## config.mk

```make
export PLATFORM = sky130hd
export DESIGN_NAME = gtx_gather_seq
export DESIGN_NICKNAME = d
export VERILOG_FILES = /design/src/rtl/gtx_pkg.sv /design/src/rtl/gtx_ctx_queue.sv /design/src/rtl/gtx_ctx_bank.sv /design/src/rtl/gtx_gather_seq.sv
export SDC_FILE = /design/constraint.sdc
export NUM_CORES = 1
export LEC_CHECK = 0
export ABC_CLOCK_PERIOD_IN_PS = 5700
export BUFFER_PORTS_ARGS = -buffer_cell sky130_fd_sc_hd__buf_2
export CORE_AREA = 5 5 163 165
export DETAILED_ROUTE_END_ITERATION = 10
export DIE_AREA = 0 0 168 170
export PLACE_DENSITY = 0.79
export REMOVE_ABC_BUFFERS = 1
export SLEW_MARGIN = 10
export SYNTH_ARGS = -nofsm -noshare
export SYNTH_HDL_FRONTEND = slang
export SYNTH_SLANG_ARGS = --single-unit
```

## constraint.sdc

```tcl
create_clock -name clk -period 5.7 [get_ports clk]
set_input_delay 0.57 -clock clk [delete_from_list [all_inputs] [get_ports clk]]
set_output_delay 0.57 -clock clk [all_outputs]
set_load 0.02 [all_outputs]
```

## src/rtl/gtx_pkg.sv

```systemverilog
package gtx_pkg;
    typedef enum logic [2:0] {
        ST_IDLE   = 3'd0,
        ST_FBLOCK = 3'd1,
        ST_BEGIN  = 3'd2,
        ST_COPY   = 3'd3,
        ST_CDONE  = 3'd4
    } gtx_state_e;
endpackage

```

## src/rtl/gtx_ctx_queue.sv

```systemverilog
module gtx_ctx_queue #(
    parameter int NCTX = 4,
    localparam int IW = (NCTX > 1) ? $clog2(NCTX) : 1,
    localparam int CNT_W = $clog2(NCTX + 1)
) (
    input  logic             clk,
    input  logic             rst_n,
    input  logic             push_i,
    input  logic [IW-1:0]    push_idx_i,
    input  logic             pop_i,
    output logic [IW-1:0]    head_o,
    output logic             empty_o,
    output logic [CNT_W-1:0] count_o
);
    typedef struct packed {
        logic [NCTX-1:0][IW-1:0] slots;
        logic [IW-1:0]           rd;
        logic [IW-1:0]           wr;
        logic [CNT_W-1:0]        cnt;
    } queue_t;

    queue_t q_q, q_d;

    always_comb begin
        q_d = q_q;
        if (push_i) begin
            q_d.slots[q_q.wr] = push_idx_i;
            q_d.wr = (int'(q_q.wr) == NCTX - 1) ? '0 : q_q.wr + 1'b1;
        end
        if (pop_i) begin
            q_d.rd = (int'(q_q.rd) == NCTX - 1) ? '0 : q_q.rd + 1'b1;
        end
        q_d.cnt = q_q.cnt + CNT_W'(push_i) - CNT_W'(pop_i);
    end

    always_ff @(posedge clk) begin
        if (!rst_n) q_q <= '0;
        else        q_q <= q_d;
    end

    assign head_o  = q_q.slots[q_q.rd];
    assign empty_o = (q_q.cnt == '0);
    assign count_o = q_q.cnt;
endmodule

```

## src/rtl/gtx_ctx_bank.sv

```systemverilog
module gtx_ctx_bank #(
    parameter int NCTX = 4,
    parameter int AW = 32,
    parameter int LW = 15,
    localparam int IW = (NCTX > 1) ? $clog2(NCTX) : 1,
    localparam int CW = LW + 2
) (
    input  logic             clk,
    input  logic             rst_n,
    input  logic             post_we,
    input  logic [IW-1:0]    post_ctx,
    input  logic [AW-1:0]    post_addr,
    input  logic [LW-1:0]    post_len,
    input  logic             post_more,
    input  logic             post_csum,
    input  logic             done_we,
    input  logic [IW-1:0]    done_ctx,
    input  logic [LW-1:0]    done_len,
    input  logic [IW-1:0]    rd_ctx,
    output logic [AW-1:0]    rd_addr,
    output logic [LW-1:0]    rd_len,
    output logic             rd_more,
    output logic             rd_csum,
    output logic             rd_busy,
    output logic [NCTX-1:0]  busy_o,
    output logic [NCTX*CW-1:0] words_o
);
    typedef struct packed {
        logic          busy;
        logic          cmpl;
        logic [LW-1:0] wlen;
        logic [AW-1:0] addr;
        logic [LW-1:0] dlen;
        logic          more;
        logic          csum;
    } entry_t;

    entry_t [NCTX-1:0] e_q, e_d;

    always_comb begin
        e_d = e_q;
        if (done_we) begin
            e_d[done_ctx].busy = 1'b0;
            e_d[done_ctx].cmpl = 1'b1;
            e_d[done_ctx].wlen = done_len;
        end
        if (post_we) begin
            e_d[post_ctx].busy = 1'b1;
            e_d[post_ctx].cmpl = 1'b0;
            e_d[post_ctx].wlen = '0;
            e_d[post_ctx].addr = post_addr;
            e_d[post_ctx].dlen = post_len;
            e_d[post_ctx].more = post_more;
            e_d[post_ctx].csum = post_csum;
        end
    end

    always_ff @(posedge clk) begin
        if (!rst_n) e_q <= '0;
        else        e_q <= e_d;
    end

    for (genvar i = 0; i < NCTX; i++) begin : g_word
        assign words_o[i*CW +: CW] = {e_q[i].busy, e_q[i].cmpl, e_q[i].wlen};
        assign busy_o[i] = e_q[i].busy;
    end

    assign rd_addr = e_q[rd_ctx].addr;
    assign rd_len  = e_q[rd_ctx].dlen;
    assign rd_more = e_q[rd_ctx].more;
    assign rd_csum = e_q[rd_ctx].csum;
    assign rd_busy = e_q[rd_ctx].busy;
endmodule

```

## src/rtl/gtx_gather_seq.sv

```systemverilog
module gtx_gather_seq #(
    parameter int NCTX = 4,
    parameter int AW = 32,
    parameter int MAX_FRAME = 16384,
    parameter int FREE_W = 16,
    parameter int MAX_COPY = 1024,
    localparam int LW = $clog2(MAX_FRAME + 1),
    localparam int IW = (NCTX > 1) ? $clog2(NCTX) : 1,
    localparam int CW = LW + 2
) (
    input  logic               clk,
    input  logic               rst_n,
    input  logic               post_valid,
    input  logic [IW-1:0]      post_ctx,
    input  logic [AW-1:0]      post_addr,
    input  logic [LW-1:0]      post_len,
    input  logic               post_more,
    input  logic               post_csum,
    output logic               post_err,
    output logic               dma_req,
    output logic [AW-1:0]      dma_addr,
    output logic [LW-1:0]      dma_len,
    input  logic               dma_done,
    input  logic [FREE_W-1:0]  fifo_free,
    output logic               fifo_push,
    output logic [LW-1:0]      fifo_len,
    output logic               fifo_csum,
    output logic [NCTX*CW-1:0] done_words,
    output logic               ev_txdma,
    output logic               ev_txfull
);
    import gtx_pkg::*;

    localparam int SW = ((LW > FREE_W) ? LW : FREE_W) + 2;
    localparam int CNT_W = $clog2(NCTX + 1);

    typedef struct packed {
        gtx_state_e    st;
        logic [LW-1:0] staged;
        logic          err;
    } seq_t;

    seq_t s_q, s_d;

    logic [IW-1:0]    q_head;
    logic             q_empty, q_push, q_pop;
    logic [CNT_W-1:0] q_cnt;
    logic [AW-1:0]    rd_addr;
    logic [LW-1:0]    rd_len;
    logic             rd_more, rd_csum, rd_busy;
    logic [NCTX-1:0]  busy_vec;
    logic             accept, reject, head_match, space_ok, done_we;
    logic [LW-1:0]    fr_total;
    logic [SW-1:0]    have, need;

    gtx_ctx_queue #(.NCTX(NCTX)) u_queue (
        .clk(clk), .rst_n(rst_n),
        .push_i(q_push), .push_idx_i(post_ctx), .pop_i(q_pop),
        .head_o(q_head), .empty_o(q_empty), .count_o(q_cnt)
    );

    gtx_ctx_bank #(.NCTX(NCTX), .AW(AW), .LW(LW)) u_bank (
        .clk(clk), .rst_n(rst_n),
        .post_we(accept), .post_ctx(post_ctx), .post_addr(post_addr),
        .post_len(post_len), .post_more(post_more), .post_csum(post_csum),
        .done_we(done_we), .done_ctx(q_head), .done_len(rd_len),
        .rd_ctx(q_head), .rd_addr(rd_addr), .rd_len(rd_len),
        .rd_more(rd_more), .rd_csum(rd_csum), .rd_busy(rd_busy),
        .busy_o(busy_vec), .words_o(done_words)
    );

    assign accept     = post_valid && !busy_vec[post_ctx];
    assign reject     = post_valid &&  busy_vec[post_ctx];
    assign head_match = !q_empty && (q_head == post_ctx);
    assign q_push     = accept && !head_match;
    assign fr_total   = s_q.staged + rd_len;
    assign have       = SW'(fifo_free);
    assign need       = SW'(s_q.staged) + SW'(rd_len);
    assign space_ok   = (have >= need);

    assign done_we   = (s_q.st == ST_CDONE);
    assign dma_req   = (s_q.st == ST_BEGIN);
    assign dma_addr  = rd_addr;
    assign dma_len   = rd_len;
    assign fifo_push = done_we && !rd_more;
    assign fifo_len  = fr_total;
    assign fifo_csum = rd_csum;
    assign ev_txdma  = done_we;
    assign ev_txfull = fifo_push && (have < SW'(fr_total) + SW'(MAX_COPY));
    assign q_pop     = fifo_push;
    assign post_err  = s_q.err;

    always_comb begin
        s_d = s_q;
        s_d.err = reject;
        unique case (s_q.st)
            ST_IDLE:   if (accept && (q_empty || head_match)) s_d.st = ST_FBLOCK;
            ST_FBLOCK: if (rd_busy && space_ok) s_d.st = ST_BEGIN;
            ST_BEGIN:  s_d.st = ST_COPY;
            ST_COPY:   if (dma_done) s_d.st = ST_CDONE;
            ST_CDONE: begin
                if (rd_more) begin
                    s_d.staged = fr_total;
                    s_d.st     = ST_FBLOCK;
                end else begin
                    s_d.staged = '0;
                    s_d.st     = (q_cnt == CNT_W'(1) && !q_push) ? ST_IDLE : ST_FBLOCK;
                end
            end
            default:   s_d.st = ST_IDLE;
        endcase
    end

    always_ff @(posedge clk) begin
        if (!rst_n) s_q <= '{st: ST_IDLE, staged: '0, err: 1'b0};
        else        s_q <= s_d;
    end
endmodule

```

==> flow_summary.toml <==
[run_status]
status = "finished, violations left"
violations = "setup timing"

[cells_and_area]
area_delta_synth_final_pct = 15.9
layout.nets = 1891
final_cell_mix = "nand2_1 (550), dfxtp_1 (297), buf_2 (204), a21boi_0 (202), a21oi_1 (81)"
finalInstanceArea_mm2 = 0.0164
final_common_cell = "nand2_1"
layout-drive-gt1-share_pct = 23.0
finalNonFillerCells = 2126
fin_util_pct = 65.9

[floorplanning]
die_area_mm2 = 0.0286
chipWidth_um = 168
num_rows = 58
design.core.area_mm2 = 0.0249
start_util_pct = 56.9
die_y_um = 170
ios = 207

[logic_synthesis]
ys_seq_area_share_pct = 42.1
ys.warnings.count = 0
synthFlopType = "dfxtp_1"
ys_types = 55
synth.avg_cell_area_um2 = 8.59
syn_inst = 1649
synthArstFlopShare_pct = 0
ys_ff_latch = 298
synth_edf_count = 0
netlist_area_mm2 = 0.0142

[cts]
cts_hold_buf = 0
cts_buffer_depth = 3
cts_root_buffer = "clkbuf_16"
htreeDepth = 1
cts_num_sinks = 298
cts_buffers = 31
cts_tree = "done"
path_clk_slew_ps = 60
clk_latency_ps = 560

[sta]
finalHoldViolations = 0
worst_pin_slew_ps = 1100
finalCriticalPeriod_ps = 5950
finalCritPeriodShare_pct = 104
setup_viol = 1
fin_skew_ps = 13.1
fin_tns_setup_ps = -248
worst_slack_ps = -248
slew_headroom_pct = 26.9
whs_ps = 287
slew_violations = 0
rsz0062_at_grt = "yes"
max_freq_ghz = 0.168

[min_path]
hold_path_class = "in2reg"

[global_route]
grt_max_degree = 136
grt_usage_pct = 26.9
first_global_vias = 12100
gr-total-overflow = 0
grt_pass1_wl_um = 62700
antenna_found_initial = 6

[place]
dp.cells = 2050
port_buffers = 206
gp_congestion = 0.960
pre_cts_slack_ps = 120
place_area_mm2 = 0.0150
dpl.hpwl_um = 25400

[power]
max-vdd-ir-drop_mv = 0.282
leakage_nw = 6.40
power_density_mw_per_mm2 = 292
finalPower_mw = 4.79

[setup_path]
crit_buf_inv = 3
reg2reg_from = "u_queue.q_q[5]"
r2r_end = "s_q[17]"
crit_end = "ev_txfull"
regToRegSetupSlack_ps = 460
startpoint_type = "flop"
crit_fanout = 5
crit_required_ps = 5130
slowest_delay_ps = 740
path_common_cell = "buf_4"
crit_slowest_cell = "mux4_4"
arrival_ps = 5380
startpoint = "u_queue.q_q[5]"
crit_cells = 18
path_delay_family = "compound AO/OA/AOI/OAI gates"
worstSetupPathType = "reg2out"
rr_worst_depth = 19
crit_chain = "mux4_4, buf_6, mux4_2, ha_4, a21o_1, a31o_1, o211a_1, o32ai_4, xnor2_2, buf_4, and3_4, xnor2_1, ha_1, and4_4, a21oi_2, o2111ai_2, a41oi_2, buf_4"
crit_path_end_kind = "output pin"

[drt]
dr.first_iter.drc_count = 996
drtPass1Iterations = 5
drc_errors = 0
dr_total_vias = 12200
viasPerCell = 5.74
postRouteAntennaNets = 0
wl_per_cell_um = 19.0
routed_wl_um = 40500

[flow_run]
cap_violations = 0
-- layout make-up --
type / count / area, um^2
Timing Repair Buffer: 267 / 1550
Inverter: 30 / 113
Clock inverter: 9 / 106
Fill cell: 1977 / 8480
Tap cell: 330 / 413
Clock buffer: 45 / 878
Antenna cell: 1 / 2.50
Sequential cell: 298 / 5970
Multi-Input combinational cell: 1146 / 7380
-- sequential cells by signal (all words and copies together), names as in the netlist --
name and cells:
u_queue.q_q 12, u_bank.words_o 64, post_err 1, u_bank.e_q 196
s_q 18, u_bank.busy_o 4, u_queue.count_o 3
-- kinds of logic (layout without fill, tap and decap cells) --
kind of cell | after synthesis | count (layout) | share of synthesized area, %
compound gates | 356 | 356 | 17.4
xor+xnor | 16 | 16 | 0.989
fa+ha+maj | 46 | 46 | 4.17
buf+inv | 205 | 351 | 7.54
flops | 298 | 298 | 42.1
mux | 55 | 55 | 8.49
other cells | 0 | 1 | 0
simple gates | 673 | 673 | 19.3
-- per-layer routing --
metal,track usage (%),vias to the layer above,routed length [um]
met5,0,-,75
met4,11.3,10,1700
met3,4.83,109,3250
met2,46.3,512,19400
met1,33.5,5863,16000
li1,-,5712,-
-- how the worst min path moves through the flow --
stage / startpoint / endpoint / slack (ps) / depth (start not counted)
6_report: post_len[4] / u_bank.e_q[72] / 290 / 3
5_1_grt: post_len[5] / u_bank.e_q[73] / 280 / 3
4_1_cts: post_len[5] / u_bank.e_q[73] / 270 / 3
3_5_place_dp: u_bank.words_o[58] / u_bank.words_o[58] / 440 / 2
3_3_place_gp: u_bank.words_o[48] / u_bank.words_o[48] / 440 / 2
2_1_floorplan: u_bank.e_q[133] / u_bank.e_q[133] / 430 / 2
-- worst min-delay path, cell delays in order --
cell and delay, ps:
buf_2 120, nand2_1 60, a21boi_1 50
-- timing repair --
item                                    in CTS  in global routing
pin swaps                                   16                 16
resized for setup                           28                 25
endpoints found under the setup margin       1                  1
buffers inserted                            15                  6
-- where the power goes --
| part | leakage, nW | switching, mW | total, mW | internal (mW) |
|---|---|---|---|---|
| clock | 0.485 | 0.802 | 1.95 | 1.15 |
| combinational | 3.50 | 0.382 | 0.642 | 0.260 |
| sequential | 2.42 | 0.0434 | 2.19 | 2.15 |
| total | 6.40 | 1.23 | 4.79 | 3.56 |
-- cells in the mapped netlist (all sizes together), types with 2 or more instances --
| master | instances | share of area, % |
|---|---|---|
| a211oi | 4 | 0.21 |
| a21boi | 207 | 11 |
| a21o | 8 | 0.42 |
| a21oi | 86 | 3.0 |
| a22oi | 6 | 0.32 |
| a31o | 2 | 0.12 |
| a31oi | 3 | 0.24 |
| and2 | 6 | 0.27 |
| and3 | 8 | 0.35 |
| buf | 87 | 4.4 |
| clkbuf | 88 | 2.3 |
| dfxtp | 298 | 42 |
| fa | 2 | 0.28 |
| ha | 44 | 3.9 |
| inv | 30 | 0.80 |
| mux2i | 2 | 0.14 |
| mux4 | 52 | 8.3 |
| nand2 | 551 | 15 |
| nand2b | 5 | 0.22 |
| nand3 | 28 | 0.99 |
| nor2 | 34 | 0.92 |
| nor2b | 17 | 0.75 |
| nor3 | 7 | 0.33 |
| nor3b | 5 | 0.27 |
| nor4 | 3 | 0.13 |
| o2111ai | 3 | 0.19 |
| o211ai | 2 | 0.11 |
| o21a | 2 | 0.11 |
| o21ai | 19 | 0.67 |
| o311ai | 4 | 0.30 |
| o41ai | 2 | 0.12 |
| or3 | 5 | 0.22 |
| xnor2 | 14 | 0.87 |
| xor2 | 2 | 0.12 |
(Power assumes the default switching activity.)
